**src/rtl/irq_prio_pkg.sv**
```systemverilog
// Package irq_prio_pkg
// Shared widths and types for the interrupt priority preemption stack.
// Assumes the level width is the same everywhere in the block.
package irq_prio_pkg;
    localparam int PRIO_W = 4;
    typedef logic [PRIO_W-1:0] prio_t;
    localparam prio_t PRIO_TOP = '1;
endpackage

```
**src/rtl/prio_lifo.sv**
```systemverilog
// Module prio_lifo
// Last-in first-out store of saved priority levels. In one cycle a pop
// is resolved first and a push second, so a push may land in the slot
// that the pop has just freed. Requests that cannot be served are
// reported as refused; the caller decides what that means.
// Assumes: pop_req/push_req are single-cycle qualified strobes.
module prio_lifo
    import irq_prio_pkg::*;
#(
    parameter int DEPTH = 15,
    localparam int CNT_W = $clog2(DEPTH + 1)
) (
    input  logic clk,
    input  logic rst_n,
    input  logic pop_req,
    input  logic push_req,
    input  prio_t push_data,
    output prio_t top_data,
    output logic pop_ok,
    output logic push_ok,
    output logic empty,
    output logic full
);
    localparam logic [CNT_W-1:0] CNT_MAX = CNT_W'(DEPTH);

    prio_t            mem [DEPTH];
    logic [CNT_W-1:0] count;
    logic [CNT_W-1:0] after_pop;
    logic [CNT_W-1:0] rd_idx;

    // Resolve pop then push against the current fill level.
    always_comb begin
        pop_ok    = pop_req && (count != '0);
        after_pop = count - CNT_W'(pop_ok);
        push_ok   = push_req && (after_pop != CNT_MAX);
        rd_idx    = count - CNT_W'(1);
        top_data  = (count != '0) ? mem[rd_idx] : '0;
        empty     = (count == '0);
        full      = (count == CNT_MAX);
    end

    // Track the fill level.
    always_ff @(posedge clk) begin
        if (!rst_n) count <= '0;
        else        count <= after_pop + CNT_W'(push_ok);
    end

    // Write the pushed level into the slot above the post-pop top.
    always_ff @(posedge clk) begin
        if (push_ok) mem[after_pop] <= push_data;
    end
endmodule

```
**src/rtl/prio_event_ctrl.sv**
```systemverilog
// Module prio_event_ctrl
// Chooses the take source by mode and orders same-cycle events:
// pop, then push, then direct write only if no stack event is present.
// Produces the stack requests and the next running level.
// Assumes the stack answers pop_ok/push_ok combinationally.
module prio_event_ctrl
    import irq_prio_pkg::*;
(
    input  logic  hw_vec_mode,
    input  logic  sw_ack_rd,
    input  logic  hw_ack,
    input  logic  eoi_wr,
    input  logic  pri_wr,
    input  prio_t wr_prio,
    input  prio_t req_prio,
    input  prio_t cur,
    input  prio_t top_data,
    input  logic  pop_ok,
    input  logic  push_ok,
    output logic  pop_req,
    output logic  push_req,
    output prio_t push_data,
    output prio_t nxt,
    output logic  fault
);
    logic  take;
    prio_t restored;

    // Pick the take source and form the stack requests.
    always_comb begin
        take      = hw_vec_mode ? hw_ack : sw_ack_rd;
        pop_req   = eoi_wr;
        push_req  = take;
        restored  = pop_ok ? top_data : cur;
        push_data = restored;
    end

    // Next running level, in event order.
    always_comb begin
        if (take)        nxt = push_ok ? req_prio : restored;
        else if (eoi_wr) nxt = restored;
        else if (pri_wr) nxt = wr_prio;
        else             nxt = cur;
    end

    // Any refused stack request is a fault.
    always_comb fault = (eoi_wr && !pop_ok) || (take && !push_ok);
endmodule

```
**src/rtl/irq_prio_stack.sv**
```systemverilog
// Module irq_prio_stack (top)
// Holds the running interrupt level, masks the pending request against
// it, saves the level on a take event and restores it on end of
// interrupt. Also exposes a register image of the level.
// Assumes the pending request has already been arbitrated elsewhere.
module irq_prio_stack
    import irq_prio_pkg::*;
#(
    parameter int DEPTH = 15,
    parameter int REG_W = 32
) (
    input  logic             clk,
    input  logic             rst_n,
    input  logic             req_valid,
    input  logic [3:0]       req_prio,
    input  logic             hw_vec_mode,
    input  logic             sw_ack_rd,
    input  logic             hw_ack,
    input  logic             eoi_wr,
    input  logic             pri_wr,
    input  logic [REG_W-1:0] pri_wdata,
    output logic [REG_W-1:0] pri_rdata,
    output logic [3:0]       cur_prio,
    output logic             irq_out,
    output logic             stk_empty,
    output logic             stk_full,
    output logic             stk_err
);
    prio_t cur_q, nxt, top_data, push_data;
    logic  pop_req, push_req, pop_ok, push_ok, fault;

    prio_lifo #(.DEPTH(DEPTH)) u_lifo (
        .clk      (clk),
        .rst_n    (rst_n),
        .pop_req  (pop_req),
        .push_req (push_req),
        .push_data(push_data),
        .top_data (top_data),
        .pop_ok   (pop_ok),
        .push_ok  (push_ok),
        .empty    (stk_empty),
        .full     (stk_full)
    );

    prio_event_ctrl u_ctrl (
        .hw_vec_mode(hw_vec_mode),
        .sw_ack_rd  (sw_ack_rd),
        .hw_ack     (hw_ack),
        .eoi_wr     (eoi_wr),
        .pri_wr     (pri_wr),
        .wr_prio    (pri_wdata[PRIO_W-1:0]),
        .req_prio   (req_prio),
        .cur        (cur_q),
        .top_data   (top_data),
        .pop_ok     (pop_ok),
        .push_ok    (push_ok),
        .pop_req    (pop_req),
        .push_req   (push_req),
        .push_data  (push_data),
        .nxt        (nxt),
        .fault      (fault)
    );

    // Running level register, highest level out of reset.
    always_ff @(posedge clk) begin
        if (!rst_n) cur_q <= PRIO_TOP;
        else        cur_q <= nxt;
    end

    // Sticky stack error flag.
    always_ff @(posedge clk) begin
        if (!rst_n)     stk_err <= 1'b0;
        else if (fault) stk_err <= 1'b1;
    end

    // Mask the pending request against the running level.
    always_comb irq_out = req_valid && (req_prio > cur_q);

    // Register image: level in the low bits, zero above.
    always_comb begin
        pri_rdata               = '0;
        pri_rdata[PRIO_W-1:0]   = cur_q;
        cur_prio                = cur_q;
    end
endmodule

```
**config.mk**
```make
export PLATFORM = sky130hd
export DESIGN_NAME = irq_prio_stack
export DESIGN_NICKNAME = d
export VERILOG_FILES = /design/src/rtl/irq_prio_pkg.sv /design/src/rtl/prio_lifo.sv /design/src/rtl/prio_event_ctrl.sv /design/src/rtl/irq_prio_stack.sv
export SDC_FILE = /design/constraint.sdc
export NUM_CORES = 1
export LEC_CHECK = 0
export ABC_CLOCK_PERIOD_IN_PS = 3900
export CORE_MARGIN = 10
export CORE_UTILIZATION = 50
export CTS_CLUSTER_DIAMETER = 80
export DETAILED_ROUTE_END_ITERATION = 6
export DONT_BUFFER_PORTS = 1
export PLACE_DENSITY_LB_ADDON = 0.12
export SLEW_MARGIN = 20
export SYNTH_ARGS = -nofsm -noshare
export SYNTH_HDL_FRONTEND = slang
export SYNTH_SLANG_ARGS = --single-unit
export TNS_END_PERCENT = 30
```
**constraint.sdc**
```tcl
create_clock -name clk -period 3.9 [get_ports clk]
set_clock_uncertainty 0.05 [all_clocks]
set_input_delay 0.39 -clock clk [delete_from_list [all_inputs] [get_ports clk]]
set_output_delay 0.39 -clock clk [all_outputs]
set_load 0.005 [all_outputs]
```
# ---- Word-level counts from Yosys, hierarchy flattened
# Memory sizes are Yosys's and may differ from the RTL's.
# Cells that the tools add are included.
dict set report totals {
  elab_cells 30
  mem_bits_rw 60
  in_bits 44
  out_inout_bits 40
  n_memories 1
  regBits 9
}
dict set report op_classes {
  magnitude_cmp 1
  muxes 9
  n_addsub 3
  eq_ne 2
  n_reduce_logical 11
}
# memory words word_bits read_ports rd_ports_with_merged_regs write_ports line_no
set memory_table {}
lappend memory_table {u_lifo.mem 15 4 1 0 1 prio_lifo.sv:26} ;# prio_t mem [DEPTH];
# cell n
set ops {}
lappend ops {{$mux 4} 6}
lappend ops {{$logic_and 1x1->1} 5}
lappend ops {{$add 4x1->4} 1}
lappend ops {{$eq 4x4->1 const B} 1}
lappend ops {{$gt 4x4->1} 1}
lappend ops {{$logic_not 4->1} 1}
lappend ops {{$ne 4x4->1 const B} 1}
lappend ops {{$reduce_bool 4->1} 1}
lappend ops {{$sub 4x1->4} 1}
lappend ops {{$sub 4x1->4 const B} 1}
lappend ops {{$mux 1} 3}
lappend ops {{$reduce_bool 3->1} 1}
lappend ops {{$logic_not 1->1} 2}
lappend ops {{$logic_or 1x1->1} 1}

# ---- Longest topological paths before layout
dict set report depth {
  word_depth 8
  depth_mapped 17
  depth_no_buf 14
}

# ---- Cells and area by module
# From an unflattened synthesis, not the netlist that was laid out.
dict set report hier_totals {
  cells_unflattened 248
  area_unflattened_um2 3510.9
}
# module instances cells_each area_per_inst_um2 seq_area_each_um2
set modules_own_cells {}
lappend modules_own_cells {prio_lifo 1 157 2782.7 1881.8}
lappend modules_own_cells {irq_prio_stack 1 57 491.7 100.1}
lappend modules_own_cells {prio_event_ctrl 1 34 236.5 0.0}

# ---- Least setup slack after synthesis
# OpenSTA, ideal clock, no wires.
dict set report synth_path {
  path_kind {register -> register}
  start {reg u_lifo.count[0]}
  end {reg u_lifo.count[2]}
  setup_time_ps 115
  slack_ps 538
  n_path_buf 3
  period_less_slack_ps 3362
  arrival_time_ps 3197
  required_ps 3735
  path_stages_with_launch 18
  cell_sequence {dfxtp_1 > buf_6 > buf_12 > inv_1 > ha_1 > nor3b_2 > nand2b_1 > buf_2 > inv_1 > ha_1 > ha_1 > o41ai_2 > a21o_1 > inv_1 > ha_1 > ha_1 > xnor2_1 > and2_1}
}
dict set report synth_between {
  elab_chain_len 6
}
# item line_no
set synth_rtl {}
lappend synth_rtl {{start: declaration} prio_lifo.sv:27} ;# logic [CNT_W-1:0] count;
lappend synth_rtl {{start signal: assignment} prio_lifo.sv:45} ;# else count <= after_pop + CNT_W'(push_ok);
lappend synth_rtl {{$reduce_bool 4->1} prio_lifo.sv:33} ;# pop_ok = pop_req && (count != '0);
lappend synth_rtl {{$logic_and 1x1->1} prio_lifo.sv:33}
lappend synth_rtl {{$sub 4x1->4 (*)} prio_lifo.sv:34} ;# after_pop = count - CNT_W'(pop_ok);
lappend synth_rtl {{$ne 4x4->1} prio_lifo.sv:35} ;# push_ok = push_req && (after_pop != CNT_MAX);
lappend synth_rtl {{$logic_and 1x1->1} prio_lifo.sv:35}
lappend synth_rtl {{$add 4x1->4 (*)} prio_lifo.sv:45}
# Mark *: on every way between the ends. The rest lies on a longest branch, timed or not.
# A chain may end at the register's enable or synchronous reset.

# ---- Final worst setup path
dict set report layout_path {
  start {reg u_lifo.count[1]}
  end {reg u_lifo.count[2]}
}
# Same word-level chain as after synthesis.

==> summary.txt <==
Layout
  • Fin area: 0.003819 mm^2
  • Final nets: 325
  • Share of post-route cells with drive strength above 1: 0.1200
  • Filler cell count in the final layout: between 600 and 700
  • Final core occ: 0.5322
  • Antenna fix cells: 0
  • Layout area overhead: 5.024%

CTS
  • CTS tree: done
  • Clock buffer count from CTS: 9
  • Count of hold-fix buffers inserted at cts: 0
  • Skew-Pair Late Insertion Delay: approximately 350 ps
  • H-tree levels: 3
  • Setup Buffers After CTS: 0
  • CTS resizes: 0
  • Clock Sinks: a little under 70
  • Root buf cell: clkbuf_8
  • Clock slew at reported path FFs: around 80 ps
  • Clock buffer depth: 2

Die
  • Core area: between 0.007 and 0.008 mm^2
  • Die area: between 0.01 and 0.015 mm^2
  • Starting density of the core: 0.5067
  • Die Span X: ~110 um
  • Num rows: 31
  • Die height: between 100 and 150 um
  • Top-Level Pins: 84

Status
  • Status: finished, final reports clean

Pwr
  • Psw: about 1.3 mW
  • Flop pwr share: 0.364
  • Leakage power: 1.404 nW
  • Clock network fraction of total power: 0.209
  • Worst IR drop on VDD: between 400 and 500 uV
  • Logic gate share of total power: 0.427
  • P_int: 2.100 mW
  • Sw frac: 0.3797
  • P per Cell Area: just under 900 mW/mm^2

Global routing
  • First-pass GRT wire length: ~11,000 um
  • Grt ovf: 0
  • Vias in the first global route: ~2,000
  • Antenna violations before repair: 0
  • GRT Util Overall: 0.1274
  • Largest net degree at the start of global routing: 19

Worst setup path
  • CP Class: reg -> reg
  • CP Capture Type: register
  • CP Launch Type: register
  • Most frequent CP cell: ha_1
  • Critical path's slowest cell: o41ai_2
  • Worst-path cell chain: inv_1 -> ha_1 -> nor3b_2 -> nand2b_1 -> inv_1 -> ha_1 -> ha_1 -> o41ai_2 -> a21o_1 -> inv_1 -> ha_1 -> ha_1 -> xnor2_1 -> and2_1
  • Worst Path Required: ~4100 ps
  • Max FO, Critical Path: 6
  • Max incr delay on CP: around 600 ps
  • Worst reg2reg setup slack: 510 ps
  • Arr. time, crit path: 3590 ps

Detailed routing
  • Routed Antenna Nets: 0
  • Iteration-0 DRC Markers: roughly 100
  • Vias: 1,943
  • Routed wire per std cell: around 19 um
  • Residual DRC: 0
  • Drt via density: between 5 and 6
  • Post-Route WL: 7031 um
  • DR pass1 iterations: 4

Timing
  • Peak Freq: between 200 and 300 MHz
  • Setup violators final: 0
  • Max transition margin: 0.5416
  • Worst-margin pin slew: 684.3 ps
  • Fin crit period: about 3400 ps
  • Max-slew violations: 0
  • Setup TNS Final: 0 ps
  • Tcrit/Tclk final: 0.8700
  • Final Hold Viols: 0
  • Unrepaired setup endpoints after global routing: no

Synth
  • Yosys warns: 0
  • Sequential fraction of the synthesis area: 0.5451
  • Mapped Area: around 0.0036 mm^2
  • Mapped Cells: 269
  • Syn Area/Cell: 13.52 um^2
  • Yosys reg bits: roughly 70
  • Library cells used by synthesis: 39

Placement
  • Placer Congestion: 0.7618
  • Area after DPL: approximately 0.0036 mm^2
  • DP HPWL: ~5000 um
  • Port buffer count: 0

Flow run
  • Max Cap Violations: 0

Worst hold path
  • Hold crit path type: in -> reg
==> cells by family (layout without fill, tap and decap cells) <==
kind of cell    after synthesis  in the layout  share of synthesized area
buf+inv                      56             35                     0.1015
xor+xnor                      7              7                    0.02099
other cells                   1             28                   0.001031
mux                          21             21                     0.1129
compound gates               36             36                    0.08190
simple gates                 68             68                    0.09876
flops                        69             69                     0.5451
fa+ha+maj                    11             11                    0.03785
==> power by group through the flow <==
stage / registers [mW] / clock network [mW] / logic (mW)
after detailed placement: 1.25 / 0 / 1.45
after floorplan: 1.19 / 0 / 1.19
after global placement: 1.25 / 0 / 1.43
after CTS: 1.24 / 0.723 / 1.46
final: 1.23 / 0.706 / 1.45
after global routing: 1.25 / 0.751 / 1.59
==> layout by cell type (no fill, tap or decap), types with 2 or more instances in the layout <==
cell type  netlist  layout
a211oi_1        14      14
or3_1            4       4
nor2b_1          4       4
conb_1           1      28
a21oi_1          2       2
ha_1            11      11
a211oi_2         6       6
dfxtp_1          9       9
o21ai_0          5       5
and2_1           5       5
bufinv_16        0       3
inv_6            0       2
xnor2_1          5       5
mux4_1          12      12
nor3b_1          5       5
clkbuf_8         0       9
nand2_1         10      10
buf_4           33       3
edfxtp_1        60      60
xnor2_2          2       2
nand3_1          5       5
a211o_1          4       4
mux2i_1          8       8
inv_1           16      16
nand2b_1         4       4
nor2_1          25      25
==> worst paths after layout <==
path / to / start / cells past startpoint
setup / recovery: u_lifo.count[2]$_SDFF_PN0_ / u_lifo.count[1]$_SDFF_PN0_ / 14
hold reg to reg: stk_err$_SDFFE_PN0P_ / stk_err$_SDFFE_PN0P_ / 3
setup reg to reg: u_lifo.count[2]$_SDFF_PN0_ / u_lifo.count[1]$_SDFF_PN0_ / 14
hold / removal: stk_err$_SDFFE_PN0P_ / rst_n / 1
==> Yosys cell counts (all sizes together) <==
cell / count / share of area
o221a: 1 / 0.0031
o22ai: 1 / 0.0017
or3: 4 / 0.0069
a211o: 4 / 0.0096
a21o: 1 / 0.0021
mux2: 1 / 0.0041
and3: 1 / 0.0017
o21ai: 5 / 0.0069
nor3b: 6 / 0.014
and2: 5 / 0.0086
or3b: 1 / 0.0024
nor3: 1 / 0.0028
dfxtp: 9 / 0.050
inv: 16 / 0.017
nor4b: 1 / 0.0041
nand3: 5 / 0.0069
a21oi: 2 / 0.0028
or2: 1 / 0.0017
xnor2: 7 / 0.021
nor2: 25 / 0.026
nand2b: 4 / 0.0069
edfxtp: 60 / 0.50
a31oi: 1 / 0.0017
nand2: 10 / 0.010
mux2i: 8 / 0.022
mux4: 12 / 0.087
ha: 11 / 0.038
o41ai: 1 / 0.0045
nor2b: 4 / 0.0069
a211oi: 20 / 0.050
clkbuf: 1 / 0.0010
conb: 1 / 0.0010
buf: 39 / 0.084
==> per-stage QoR <==
stage          hold slack, ps  total power, mW  worst slack, ps  instances
6_report                110.8            3.385            506.9        374
5_1_grt                 104.7            3.589            309.7        374
4_1_cts                 95.29            3.423            508.5        374
3_5_place_dp            466.6            2.704            556.2        358
3_3_place_gp            463.5            2.676            553.9        358
2_1_floorplan           461.7            2.387            537.9        296
==> cell type report <==
type / count / area [um^2] / area share
clock inverter: 7 / 120.1 / 0.03145
timing repair buffer: 3 / 22.52 / 0.005898
tap: 99 / 123.9 / 0.03244
inverter: 16 / 60.06 / 0.01573
multi-input combinational: 171 / 1386 / 0.3630
clock buffer: 9 / 123.9 / 0.03244
sequential: 69 / 1982 / 0.5190
==> worst max-delay path: cells and delay by family (launching register included) <==
family	cells	cell delay, ps
AO/OA/AOI/OAI	2	850
XOR/XNOR	1	120
adder cells (fa/ha/maj)	5	1120
buffers and inverters	3	240
flip-flops	1	350
AND/OR/NAND/NOR	3	570
==> layer usage <==
layer	GRT usage	wire, um
met5	0	0
met2	0.2076	3405
met3	0.04385	430
met4	0.06078	140
met1	0.1474	3054
==> state kept, by name (all words and copies together), names as in the netlist <==
register,count
u_lifo.count,4
cur_prio,4
stk_err,1
u_lifo.mem,60
Note: power is estimated with default switching activity, not from simulation.
